File: src/rtl/i2c_tgt_pkg.sv
package i2c_tgt_pkg;

   typedef enum logic [2:0] {
      ST_IDLE,
      ST_ADDR,
      ST_ADDR_ACK,
      ST_WR,
      ST_WR_ACK,
      ST_RD,
      ST_RD_ACK,
      ST_WAIT
   } tgt_state_e;

   typedef struct packed {
      logic start;
      logic stop;
      logic rise;
      logic fall;
      logic scl_lvl;
   } bus_evt_t;

endpackage

File: src/rtl/i2c_tgt_bus_events.sv
module i2c_tgt_bus_events
   import i2c_tgt_pkg::*;
(
   input  logic     clk,
   input  logic     rst_n,
   input  logic     scl_i,
   input  logic     sda_i,
   output bus_evt_t evt_o
);

   logic scl_q;
   logic sda_q;

   always_ff @(posedge clk or negedge rst_n) begin
      if (!rst_n) begin
         scl_q <= 1'b1;
         sda_q <= 1'b1;
      end else begin
         scl_q <= scl_i;
         sda_q <= sda_i;
      end
   end

   always_comb begin
      evt_o.rise    = scl_i & ~scl_q;
      evt_o.fall    = ~scl_i & scl_q;
      evt_o.start   = scl_i & scl_q & sda_q & ~sda_i;
      evt_o.stop    = scl_i & scl_q & ~sda_q & sda_i;
      evt_o.scl_lvl = scl_q;
   end

endmodule

File: src/rtl/i2c_tgt_addr_match.sv
module i2c_tgt_addr_match #(
   parameter int ADDR_W     = 7,
   parameter bit GC_SUPPORT = 1'b1
) (
   input  logic [ADDR_W-1:0] addr_i,
   input  logic              rw_i,
   input  logic [ADDR_W-1:0] own_addr_i,
   input  logic              gc_enable_i,
   output logic              own_hit_o,
   output logic              gc_hit_o
);

   localparam int           RSV_BITS = 4;
   localparam logic [RSV_BITS-1:0] RSV_TAG = '1;

   logic reserved;
   logic is_zero;

   assign reserved  = (addr_i[ADDR_W-1 -: RSV_BITS] == RSV_TAG);
   assign is_zero   = (addr_i == '0);
   assign own_hit_o = (addr_i == own_addr_i) && !reserved && !is_zero;

   generate
      if (GC_SUPPORT) begin : g_gc
         assign gc_hit_o = gc_enable_i && is_zero && !rw_i;
      end else begin : g_no_gc
         logic unused_gc;
         assign unused_gc = gc_enable_i ^ rw_i;
         assign gc_hit_o  = 1'b0;
      end
   endgenerate

endmodule

File: src/rtl/i2c_tgt_fsm.sv
module i2c_tgt_fsm
   import i2c_tgt_pkg::*;
#(
   parameter int DATA_W = 8
) (
   input  logic              clk,
   input  logic              rst_n,
   input  bus_evt_t          evt_i,
   input  logic              sda_i,
   input  logic              own_hit_i,
   input  logic              gc_hit_i,
   output logic [DATA_W-1:0] addr_byte_o,
   input  logic              rx_last_i,
   input  logic [DATA_W-1:0] tx_data_i,
   output logic              sda_drive_low_o,
   output logic [DATA_W-1:0] rx_data_o,
   output logic              rx_valid_o,
   output logic              tx_load_o,
   output logic              gc_flag_o
);

   localparam int              CNT_W    = $clog2(DATA_W + 1);
   localparam logic [CNT_W-1:0] FULL_CNT = CNT_W'(DATA_W);
   localparam logic [CNT_W-1:0] ONE_CNT  = CNT_W'(1);

   tgt_state_e        state_q;
   logic [DATA_W-1:0] sh_q;
   logic [CNT_W-1:0]  cnt_q;
   logic              drive_q;
   logic [DATA_W-1:0] rx_q;
   logic              rxv_q;
   logic              txl_q;
   logic              gc_q;
   logic              rw_q;
   logic              refuse_q;
   logic              mnack_q;
   logic              byte_full;

   assign byte_full   = (cnt_q == FULL_CNT);
   assign addr_byte_o = sh_q;

   always_ff @(posedge clk or negedge rst_n) begin
      if (!rst_n) begin
         state_q  <= ST_IDLE;
         sh_q     <= '0;
         cnt_q    <= '0;
         drive_q  <= 1'b0;
         rx_q     <= '0;
         rxv_q    <= 1'b0;
         txl_q    <= 1'b0;
         gc_q     <= 1'b0;
         rw_q     <= 1'b0;
         refuse_q <= 1'b0;
         mnack_q  <= 1'b0;
      end else begin
         rxv_q <= 1'b0;
         txl_q <= 1'b0;
         if (evt_i.stop) begin
            state_q <= ST_IDLE;
            drive_q <= 1'b0;
            gc_q    <= 1'b0;
            cnt_q   <= '0;
         end else if (evt_i.start) begin
            state_q <= ST_ADDR;
            drive_q <= 1'b0;
            gc_q    <= 1'b0;
            cnt_q   <= '0;
         end else begin
            unique case (state_q)
               ST_ADDR: begin
                  if (evt_i.rise) begin
                     sh_q  <= {sh_q[DATA_W-2:0], sda_i};
                     cnt_q <= cnt_q + ONE_CNT;
                  end else if (evt_i.fall && byte_full) begin
                     if (own_hit_i || gc_hit_i) begin
                        drive_q <= 1'b1;
                        gc_q    <= gc_hit_i;
                        rw_q    <= sh_q[0];
                        state_q <= ST_ADDR_ACK;
                     end else begin
                        state_q <= ST_WAIT;
                     end
                  end
               end
               ST_ADDR_ACK: begin
                  if (evt_i.fall) begin
                     cnt_q <= '0;
                     if (rw_q) begin
                        sh_q    <= tx_data_i;
                        drive_q <= ~tx_data_i[DATA_W-1];
                        txl_q   <= 1'b1;
                        state_q <= ST_RD;
                     end else begin
                        drive_q <= 1'b0;
                        state_q <= ST_WR;
                     end
                  end
               end
               ST_WR: begin
                  if (evt_i.rise) begin
                     sh_q  <= {sh_q[DATA_W-2:0], sda_i};
                     cnt_q <= cnt_q + ONE_CNT;
                  end else if (evt_i.fall && byte_full) begin
                     rx_q     <= sh_q;
                     rxv_q    <= 1'b1;
                     drive_q  <= ~rx_last_i;
                     refuse_q <= rx_last_i;
                     state_q  <= ST_WR_ACK;
                  end
               end
               ST_WR_ACK: begin
                  if (evt_i.fall) begin
                     drive_q <= 1'b0;
                     cnt_q   <= '0;
                     state_q <= refuse_q ? ST_WAIT : ST_WR;
                  end
               end
               ST_RD: begin
                  if (evt_i.rise) begin
                     cnt_q <= cnt_q + ONE_CNT;
                  end else if (evt_i.fall) begin
                     if (byte_full) begin
                        drive_q <= 1'b0;
                        state_q <= ST_RD_ACK;
                     end else begin
                        drive_q <= ~sh_q[DATA_W-2];
                        sh_q    <= {sh_q[DATA_W-2:0], 1'b0};
                     end
                  end
               end
               ST_RD_ACK: begin
                  if (evt_i.rise) begin
                     mnack_q <= sda_i;
                  end else if (evt_i.fall) begin
                     cnt_q <= '0;
                     if (mnack_q) begin
                        state_q <= ST_WAIT;
                     end else begin
                        sh_q    <= tx_data_i;
                        drive_q <= ~tx_data_i[DATA_W-1];
                        txl_q   <= 1'b1;
                        state_q <= ST_RD;
                     end
                  end
               end
               default: ;
            endcase
         end
      end
   end

   assign sda_drive_low_o = drive_q;
   assign rx_data_o       = rx_q;
   assign rx_valid_o      = rxv_q;
   assign tx_load_o       = txl_q;
   assign gc_flag_o       = gc_q;

   AST_SDA_ONLY_SCL_LOW: assert property (@(posedge clk) disable iff (!rst_n)
      (drive_q != $past(drive_q)) |-> !evt_i.scl_lvl);
   AST_RX_PULSE: assert property (@(posedge clk) disable iff (!rst_n)
      rx_valid_o |=> !rx_valid_o);
   AST_RSV_NEVER_ACK: assert property (@(posedge clk) disable iff (!rst_n)
      (state_q == ST_ADDR && evt_i.fall && byte_full && sh_q[DATA_W-1 -: 4] == 4'hF)
      |=> !drive_q);
   AST_GC_READ_NACK: assert property (@(posedge clk) disable iff (!rst_n)
      (state_q == ST_ADDR && evt_i.fall && byte_full && sh_q[DATA_W-1:1] == '0 && sh_q[0])
      |=> !drive_q);
   AST_GC_NO_READ: assert property (@(posedge clk) disable iff (!rst_n)
      gc_flag_o |-> (state_q != ST_RD));
   AST_STOP_RELEASE: assert property (@(posedge clk) disable iff (!rst_n)
      evt_i.stop |=> (!sda_drive_low_o && !gc_flag_o && state_q == ST_IDLE));

endmodule

File: src/rtl/i2c_gc_target.sv
module i2c_gc_target
   import i2c_tgt_pkg::*;
#(
   parameter int ADDR_W     = 7,
   parameter int DATA_W     = 8,
   parameter bit GC_SUPPORT = 1'b1
) (
   input  logic              clk,
   input  logic              rst_n,
   input  logic              scl_i,
   input  logic              sda_i,
   output logic              sda_drive_low_o,
   input  logic [ADDR_W-1:0] own_addr_i,
   input  logic              gc_enable_i,
   input  logic              rx_last_i,
   output logic [DATA_W-1:0] rx_data_o,
   output logic              rx_valid_o,
   input  logic [DATA_W-1:0] tx_data_i,
   output logic              tx_load_o,
   output logic              gc_flag_o
);

   generate
      if (ADDR_W != 7) begin : g_chk_addr
         $error("i2c_gc_target: ADDR_W must be 7");
      end
      if (DATA_W != ADDR_W + 1) begin : g_chk_data
         $error("i2c_gc_target: DATA_W must equal ADDR_W + 1");
      end
   endgenerate

   bus_evt_t          evt;
   logic [DATA_W-1:0] addr_byte;
   logic              own_hit;
   logic              gc_hit;

   i2c_tgt_bus_events u_events (
      .clk   (clk),
      .rst_n (rst_n),
      .scl_i (scl_i),
      .sda_i (sda_i),
      .evt_o (evt)
   );

   i2c_tgt_addr_match #(
      .ADDR_W     (ADDR_W),
      .GC_SUPPORT (GC_SUPPORT)
   ) u_match (
      .addr_i      (addr_byte[DATA_W-1:1]),
      .rw_i        (addr_byte[0]),
      .own_addr_i  (own_addr_i),
      .gc_enable_i (gc_enable_i),
      .own_hit_o   (own_hit),
      .gc_hit_o    (gc_hit)
   );

   i2c_tgt_fsm #(
      .DATA_W (DATA_W)
   ) u_fsm (
      .clk             (clk),
      .rst_n           (rst_n),
      .evt_i           (evt),
      .sda_i           (sda_i),
      .own_hit_i       (own_hit),
      .gc_hit_i        (gc_hit),
      .addr_byte_o     (addr_byte),
      .rx_last_i       (rx_last_i),
      .tx_data_i       (tx_data_i),
      .sda_drive_low_o (sda_drive_low_o),
      .rx_data_o       (rx_data_o),
      .rx_valid_o      (rx_valid_o),
      .tx_load_o       (tx_load_o),
      .gc_flag_o       (gc_flag_o)
   );

endmodule

File: config.mk
export PLATFORM = sky130hd
export DESIGN_NAME = i2c_gc_target
export DESIGN_NICKNAME = d
export VERILOG_FILES = /design/src/rtl/i2c_tgt_pkg.sv /design/src/rtl/i2c_tgt_bus_events.sv /design/src/rtl/i2c_tgt_addr_match.sv /design/src/rtl/i2c_tgt_fsm.sv /design/src/rtl/i2c_gc_target.sv
export SDC_FILE = /design/constraint.sdc
export NUM_CORES = 1
export LEC_CHECK = 0
export BUFFER_PORTS_ARGS = -buffer_cell sky130_fd_sc_hd__buf_2
export CAP_MARGIN = 0
export CORE_MARGIN = 3
export CORE_UTILIZATION = 36
export CTS_BUF_LIST = sky130_fd_sc_hd__clkbuf_2
export DETAILED_ROUTE_END_ITERATION = 8
export PLACE_DENSITY_LB_ADDON = 0.15
export SETUP_SLACK_MARGIN = 0.05
export SLEW_MARGIN = 40
export SYNTH_ARGS = -nofsm -noshare
export SYNTH_HDL_FRONTEND = slang
export SYNTH_SLANG_ARGS = --single-unit
File: constraint.sdc
create_clock -name clk -period 3.6 [get_ports clk]
set_clock_uncertainty 0.2 [all_clocks]
set_input_delay 0.18 -clock clk [delete_from_list [all_inputs] [get_ports clk]]
set_output_delay 0.18 -clock clk [all_outputs]
set_load 0.03 [all_outputs]
==> impl_metrics.json, run 1 <==
{
  "area_growth_pct": 22.2,
  "synth_ff_type": "dfrtp_1",
  "grt_pass1_wl_um": 7210,
  "synth.distinct_cells": 47,
  "outcome": "finished, final reports clean",
  "ir_drop_mv": 0.265,
  "io_pins": 33,
  "p_leak_nw": 0.976,
  "fin_crit_ns": 2.35,
  "grt_pass1_vias": 1473,
  "r2r-end": "u_fsm.rx_data_o[5]",
  "r2r_slack_ns": 1.25,
  "cts_max_level": 2,
  "reg2reg_from": "u_fsm.cnt_q[0]",
  "critical_path.startpoint_type": "flip-flop",
  "dr.pass1.iters": 4,
  "timing.final.crit_share_pct": 65.2,
  "rows": 25,
  "slew_viol_final": 0,
  "critPathKind": "flip-flop to flip-flop",
  "start_util_pct": 37.5,
  "hold_viol": 0,
  "gr-total-overflow": 0,
  "fillers": 474,
  "finalNetCount": 241,
  "power_density_nw_per_um2": 521,
  "port_buffers": 32,
  "clk_latency_ns": 0.38,
  "cp.required_ns": 3.67,
  "synth_top_family_by_area": "simple AND/OR/NAND/NOR gates",
  "synth-seq-area-share_pct": 44.7,
  "worstMarginPinSlew_ns": 0.603,
  "cts-root-buf": "clkbuf_2",
  "synth-compound-area-share_pct": 17.1,
  "drcViolationCount": 0,
  "whs_ns": 0.0585,
  "clock.fmax_mhz": 426,
  "drt-total-wl_um": 4220,
  "synthSimpleGateAreaFrac_pct": 18.4,
  "yosys.area.top_type_share_pct": 41.8,
  "dp_slack_ns": 1.31,
  "hold_path.class": "input pin to asynchronous set/reset pin",
  "yosysWarnings": 0,
  "crit_path_end_kind": "flip-flop",
  "cts_setup_buffers": 0,
  "synth.area.top_cells": "dfrtp_1, mux2_2, mux2i_1",
  "synthMuxAreaShare_pct": 11.4,
  "synthesis.nets": 197,
  "core_area_um2": 4790,
  "grtUsageTotal_pct": 15.2,
  "synth_edf_count": 0,
  "post_drt_wl_per_cell_um": 14.8,
  "n_antenna_cell": 0,
  "viasPerCell": 5.24,
  "synthXorXnorAreaFrac_pct": 3.90,
  "layout_setup_ws_ns": 1.25,
  "path_clk_slew_ns": 0.18,
  "die_x_um": 76.6,
  "grt_max_degree": 33,
  "cts_tree": "built",
  "holdBufCountCts": 12,
  "setup_tns_ns": 0,
  "clock_path_buffers": 2,
  "drt_iter0_markers": 102,
  "final_antenna_net_count": 0,
  "worstPathMaxFanout": 10,
  "cts_inserted_buffers": 5,
  "avgSynthCellArea_um2": 10.3,
  "setup_viol": 0,
  "ctsResizeCount": 0,
  "rsz0062_at_grt": "no",
  "ys_ff_latch": 32,
  "synth_fa_ha_area_share_pct": 1.39,
  "final_layout_size_suffix_gt1_share_pct": 29.2,
  "die_y_um": 76.6,
  "maxSlewHeadroom_pct": 59.3,
  "synthArstFlopShare_pct": 100,
  "place.gp.congestion": 0.833,
  "dp_hpwl_um": 3040,
  "syn-cell-area_um2": 1800,
  "utilization_pct": 45.9,
  "yosys.area.top_type": "dfrtp_1",
  "cp_data_arrival_time_ns": 2.42,
  "ff2ff_path_depth": 6,
  "vias": 1499,
  "die-area_um2": 5870,
  "clock_sinks": 32,
  "synthCells": 174,
  "maxCapViolations": 0,
  "antenna_found_initial": 0
}
layer usage:
metal  up-vias  global-route usage, %  part of all wire (%)
met5         -                      0                     0
met4         0                   5.25                   1.6
met3         9                   3.66                   5.4
met2        51                   25.7                    50
met1       728                   19.0                    43
li1        711                      -                     -
cell usage in the layout, fill, tap and decap left out, types with 3 or more instances in the layout:
master         netlist  layout
a21oi_1             12      12
buf_2                4      31
clkbuf_2             0       5
dfrtp_1             30      30
dlygate4sd3_1        0      12
inv_1                4       4
mux2_2              11      11
mux2i_1              8       8
nand2_1             12      12
nand2b_1             3       3
nand3_1              5       5
nor2_1              18      18
nor2b_1              7       7
nor3_1               4       4
nor4_1               3       3
o21ai_0              8       8
xnor2_1              6       6
cell usage after synthesis (2+ instances only):
cell,instances
o311a_1,2
nor3_1,4
xnor2_1,6
mux2_2,11
buf_2,4
xor2_1,2
a21oi_2,2
inv_1,4
nor4_1,3
nor2_1,18
mux2i_1,8
dfrtp_1,30
clkbuf_1,2
a32o_1,2
ha_1,2
dfstp_2,2
nor2b_1,7
nand3_1,5
nand2b_1,3
a21oi_1,12
nand2_1,12
o21ai_0,8
stage by stage:
step	area [µm²]	power, W	cells
3_5_place_dp	2010	0.000897	266
5_1_grt	2200	0.00124	286
6_report	2200	0.00114	286
4_1_cts	2190	0.00116	286
3_3_place_gp	2010	0.000879	266
2_1_floorplan	1800	0.000793	174
registers in the layout (all words and copies together) (netlist names):
signal,cells
u_fsm.rx_valid_o,1
u_fsm.addr_byte_o,8
u_events.sda_q,1
u_fsm.rx_data_o,8
u_fsm.state_q,3
u_fsm.gc_flag_o,1
u_fsm.rw_q,1
u_fsm.sda_drive_low_o,1
u_fsm.tx_load_o,1
u_fsm.refuse_q,1
u_fsm.cnt_q,4
u_events.scl_q,1
u_fsm.mnack_q,1
power by group:
part	internal, W	switching, W	leakage (nW)
combinational	0.000165	0.000183	0.523
sequential	0.000423	0.000124	0.415
clock	0.000116	0.000133	0.0390
total	0.000705	0.000440	0.976
worst max-delay path: stages (launching register included):
cell      delay [ns]
dfrtp_1         0.46
inv_1           0.07
ha_1            0.14
nand3b_1        0.21
nor2_1          0.24
and3_1          0.52
mux2_2          0.40
layout make-up:
cell class | count | area (µm²) | area share, %
Clock buffer | 5 | 25.0 | 1.14
Clock inverter | 3 | 42.5 | 1.94
Inverter | 4 | 15.0 | 0.684
Multi-Input combinational cell | 130 | 936 | 42.6
Sequential cell | 32 | 803 | 36.6
Tap cell | 67 | 83.8 | 3.82
Timing Repair Buffer | 45 | 290 | 13.2
logic make-up after synthesis:
logic type	count (synthesis)
buf+inv	12
mux	19
flops	32
compound gates	38
xor+xnor	8
fa+ha+maj	2
simple gates	63
how the worst max path moves through the flow:
stage / from / end / cells after the start
6_report: u_fsm.cnt_q[0] / u_fsm.rx_data_o[5] / 6
2_1_floorplan: u_fsm.cnt_q[0] / u_fsm.refuse_q / 7
5_1_grt: u_fsm.cnt_q[0] / u_fsm.rx_data_o[5] / 6
3_5_place_dp: u_fsm.cnt_q[0] / u_fsm.rx_data_o[5] / 6
4_1_cts: u_fsm.cnt_q[0] / u_fsm.rx_data_o[5] / 6
3_3_place_gp: u_events.scl_q / u_fsm.rx_data_o[7] / 4
No activity file was read; power rests on OpenSTA's default activity.
==> run 2, diff against run 1 <==
Settings changed: ABC_AREA from default to 1.
Clock period 3.6 ns to 2.3 ns, I/O delays scaled along.
==> run 2 against run 1 <==
Critical path depth grew 4. Largest cell class unchanged. Die area grew 4.0%. Setup slack lost 0.96 ns. First-iteration DRC count grew 56%. Highest routed layer unchanged. Critical endpoint is now u_fsm.addr_byte_o[1]. Critical path type unchanged.
==> impl_metrics.json, run 2 <==
{
  "clock.fmax_mhz": 499,
  "final_layout_size_suffix_gt1_share_pct": 18.0,
  "rsz0062_at_grt": "no",
  "avgSynthCellArea_um2": 7.24,
  "drt_iter0_markers": 159,
  "maxSlewHeadroom_pct": 71.5,
  "finalNetCount": 334,
  "path_clk_slew_ns": 0.17,
  "core_area_um2": 4880,
  "syn-cell-area_um2": 1870,
  "p_leak_nw": 1.17,
  "cp_data_arrival_time_ns": 2.14,
  "yosysMostFrequentCell": "nand2_1",
  "drt-total-wl_um": 4460,
  "dr.pass1.iters": 4,
  "maxCapViolations": 0,
  "setup_viol": 0,
  "fin_crit_ns": 2.01,
  "drcViolationCount": 0,
  "grt_pass1_wl_um": 7710,
  "die_y_um": 78.2,
  "io_pins": 33,
  "antenna_found_initial": 0,
  "synth_ff_type": "dfrtp_1",
  "worstPathMaxFanout": 13,
  "timing.final.crit_share_pct": 87.2,
  "ir_drop_mv": 0.410,
  "layout_setup_ws_ns": 0.294,
  "outcome": "finished, final reports clean",
  "n_antenna_cell": 0,
  "yosys.area.top_type_share_pct": 40.1,
  "synthTopCellsByCount": "nand2_1, inv_1, dfrtp_1",
  "port_buffers": 32,
  "area_growth_pct": 22.0,
  "clk_latency_ns": 0.38,
  "gr-total-overflow": 0,
  "worstMarginPinSlew_ns": 0.428,
  "clock_path_buffers": 2,
  "cts_setup_buffers": 0,
  "viasPerCell": 4.59,
  "cts-root-buf": "clkbuf_2",
  "final_antenna_net_count": 0,
  "synthCells": 259,
  "synth.distinct_cells": 31,
  "rows": 25,
  "post_drt_wl_per_cell_um": 11.8,
  "cts_max_level": 2,
  "die_x_um": 78.2,
  "synth_edf_count": 0,
  "place.gp.congestion": 0.899,
  "yosysWarnings": 0,
  "vias": 1736,
  "critical_path.startpoint_type": "flip-flop",
  "final_cell_mix": "nand2_1, inv_1, buf_2",
  "hold_path.class": "input pin to flip-flop",
  "crit_path_end_kind": "flip-flop",
  "die-area_um2": 6110,
  "grt_max_degree": 33,
  "start_util_pct": 38.4,
  "cts_inserted_buffers": 5,
  "cts_tree": "built",
  "hold_viol": 0,
  "dp_slack_ns": 0.308,
  "whs_ns": 0.138,
  "synthArstFlopShare_pct": 100,
  "fillers": 509,
  "power_density_nw_per_um2": 1000,
  "grtUsageTotal_pct": 16.0,
  "utilization_pct": 46.8,
  "clock_sinks": 32,
  "layout_commonest_cell": "nand2_1",
  "setup_tns_ns": 0,
  "cp.required_ns": 2.43,
  "grt_pass1_vias": 1652,
  "dp_hpwl_um": 3200,
  "synthesis.nets": 282,
  "synth-seq-area-share_pct": 42.9,
  "critPathKind": "flip-flop to flip-flop",
  "ys_ff_latch": 32,
  "synth.area.top_cells": "dfrtp_1, nand2_1, inv_1",
  "slew_viol_final": 0,
  "yosys.area.top_type": "dfrtp_1"
}
[run 2: metal layers]
layer	global-route usage (%)	vias up	part of all wire (%)
met3	3.90	7	5.3
met4	6.64	0	1.8
met5	0	-	0
met1	22.5	763	52
met2	23.3	43	41
li1	-	923	-
[run 2: repair_timing]
item | CTS | global route
hold buffers | 13 | 1
resized for setup | 0 | 2
endpoints found under the setup margin | 0 | 4
hold endpoints to repair | 47 | 9
[run 2: metrics by stage]
stage,cell area [µm²],cells,total power [W]
2_1_floorplan,1870,259,0.00177
4_1_cts,2270,377,0.00231
6_report,2290,378,0.00229
3_5_place_dp,2110,357,0.00202
3_3_place_gp,2110,357,0.00203
5_1_grt,2290,378,0.00253
[run 2: worst paths after layout]
check                                       from  cells past startpoint                     to  slack (ns)
min                                own_addr_i[4]                      8  u_fsm.sda_drive_low_o        0.14
max in group asynchronous                  rst_n                      3         u_events.sda_q        1.01
max reg2reg                       u_events.sda_q                     10   u_fsm.addr_byte_o[1]        0.29
min in group asynchronous                  rst_n                      3   u_fsm.addr_byte_o[1]        0.54
min reg2reg                u_fsm.sda_drive_low_o                      2  u_fsm.sda_drive_low_o        0.30
max                               u_events.sda_q                     10   u_fsm.addr_byte_o[1]        0.29
[run 2: kinds of logic (layout without fill, tap and decap cells)]
family	count (synthesis)	count (layout)	synth area share, %
AND/OR/NAND/NOR	118	118	27.4
multiplexers	1	1	0.601
AO/OA/AOI/OAI	49	49	14.0
XOR/XNOR	5	5	2.34
buffers and inverters	52	104	11.5
adder cells (fa/ha/maj)	2	2	1.33
flip-flops	32	32	42.9
[run 2: worst max-delay path, cell delays in order, from the launching register on]
cell and delay [ns]:
dfstp_2 0.56, nor2_1 0.05, nand2_1 0.07, nand2_2 0.12, inv_1 0.19, o21ai_0 0.11, nor2_1 0.12, nand3_2 0.23
inv_1 0.19, nand2_1 0.06, o21ai_1 0.07
[run 2: area by class of cell]
| cell class | instances | area (µm²) | share of cell area (%) |
|---|---|---|---|
| Sequential cell | 32 | 805 | 35.2 |
| Clock buffer | 5 | 25.0 | 1.09 |
| Tap cell | 67 | 83.8 | 3.67 |
| Inverter | 47 | 176 | 7.72 |
| Clock inverter | 2 | 7.51 | 0.328 |
| Multi-Input combinational cell | 175 | 856 | 37.4 |
| Timing Repair Buffer | 50 | 333 | 14.6 |
[run 2: where the power goes]
group | internal (W) | switching (W) | total (W) | leakage [nW]
combinational | 0.000410 | 0.000690 | 0.00110 | 0.781
sequential | 0.000724 | 0.000210 | 0.000933 | 0.364
clock | 0.0000625 | 0.000195 | 0.000257 | 0.0239
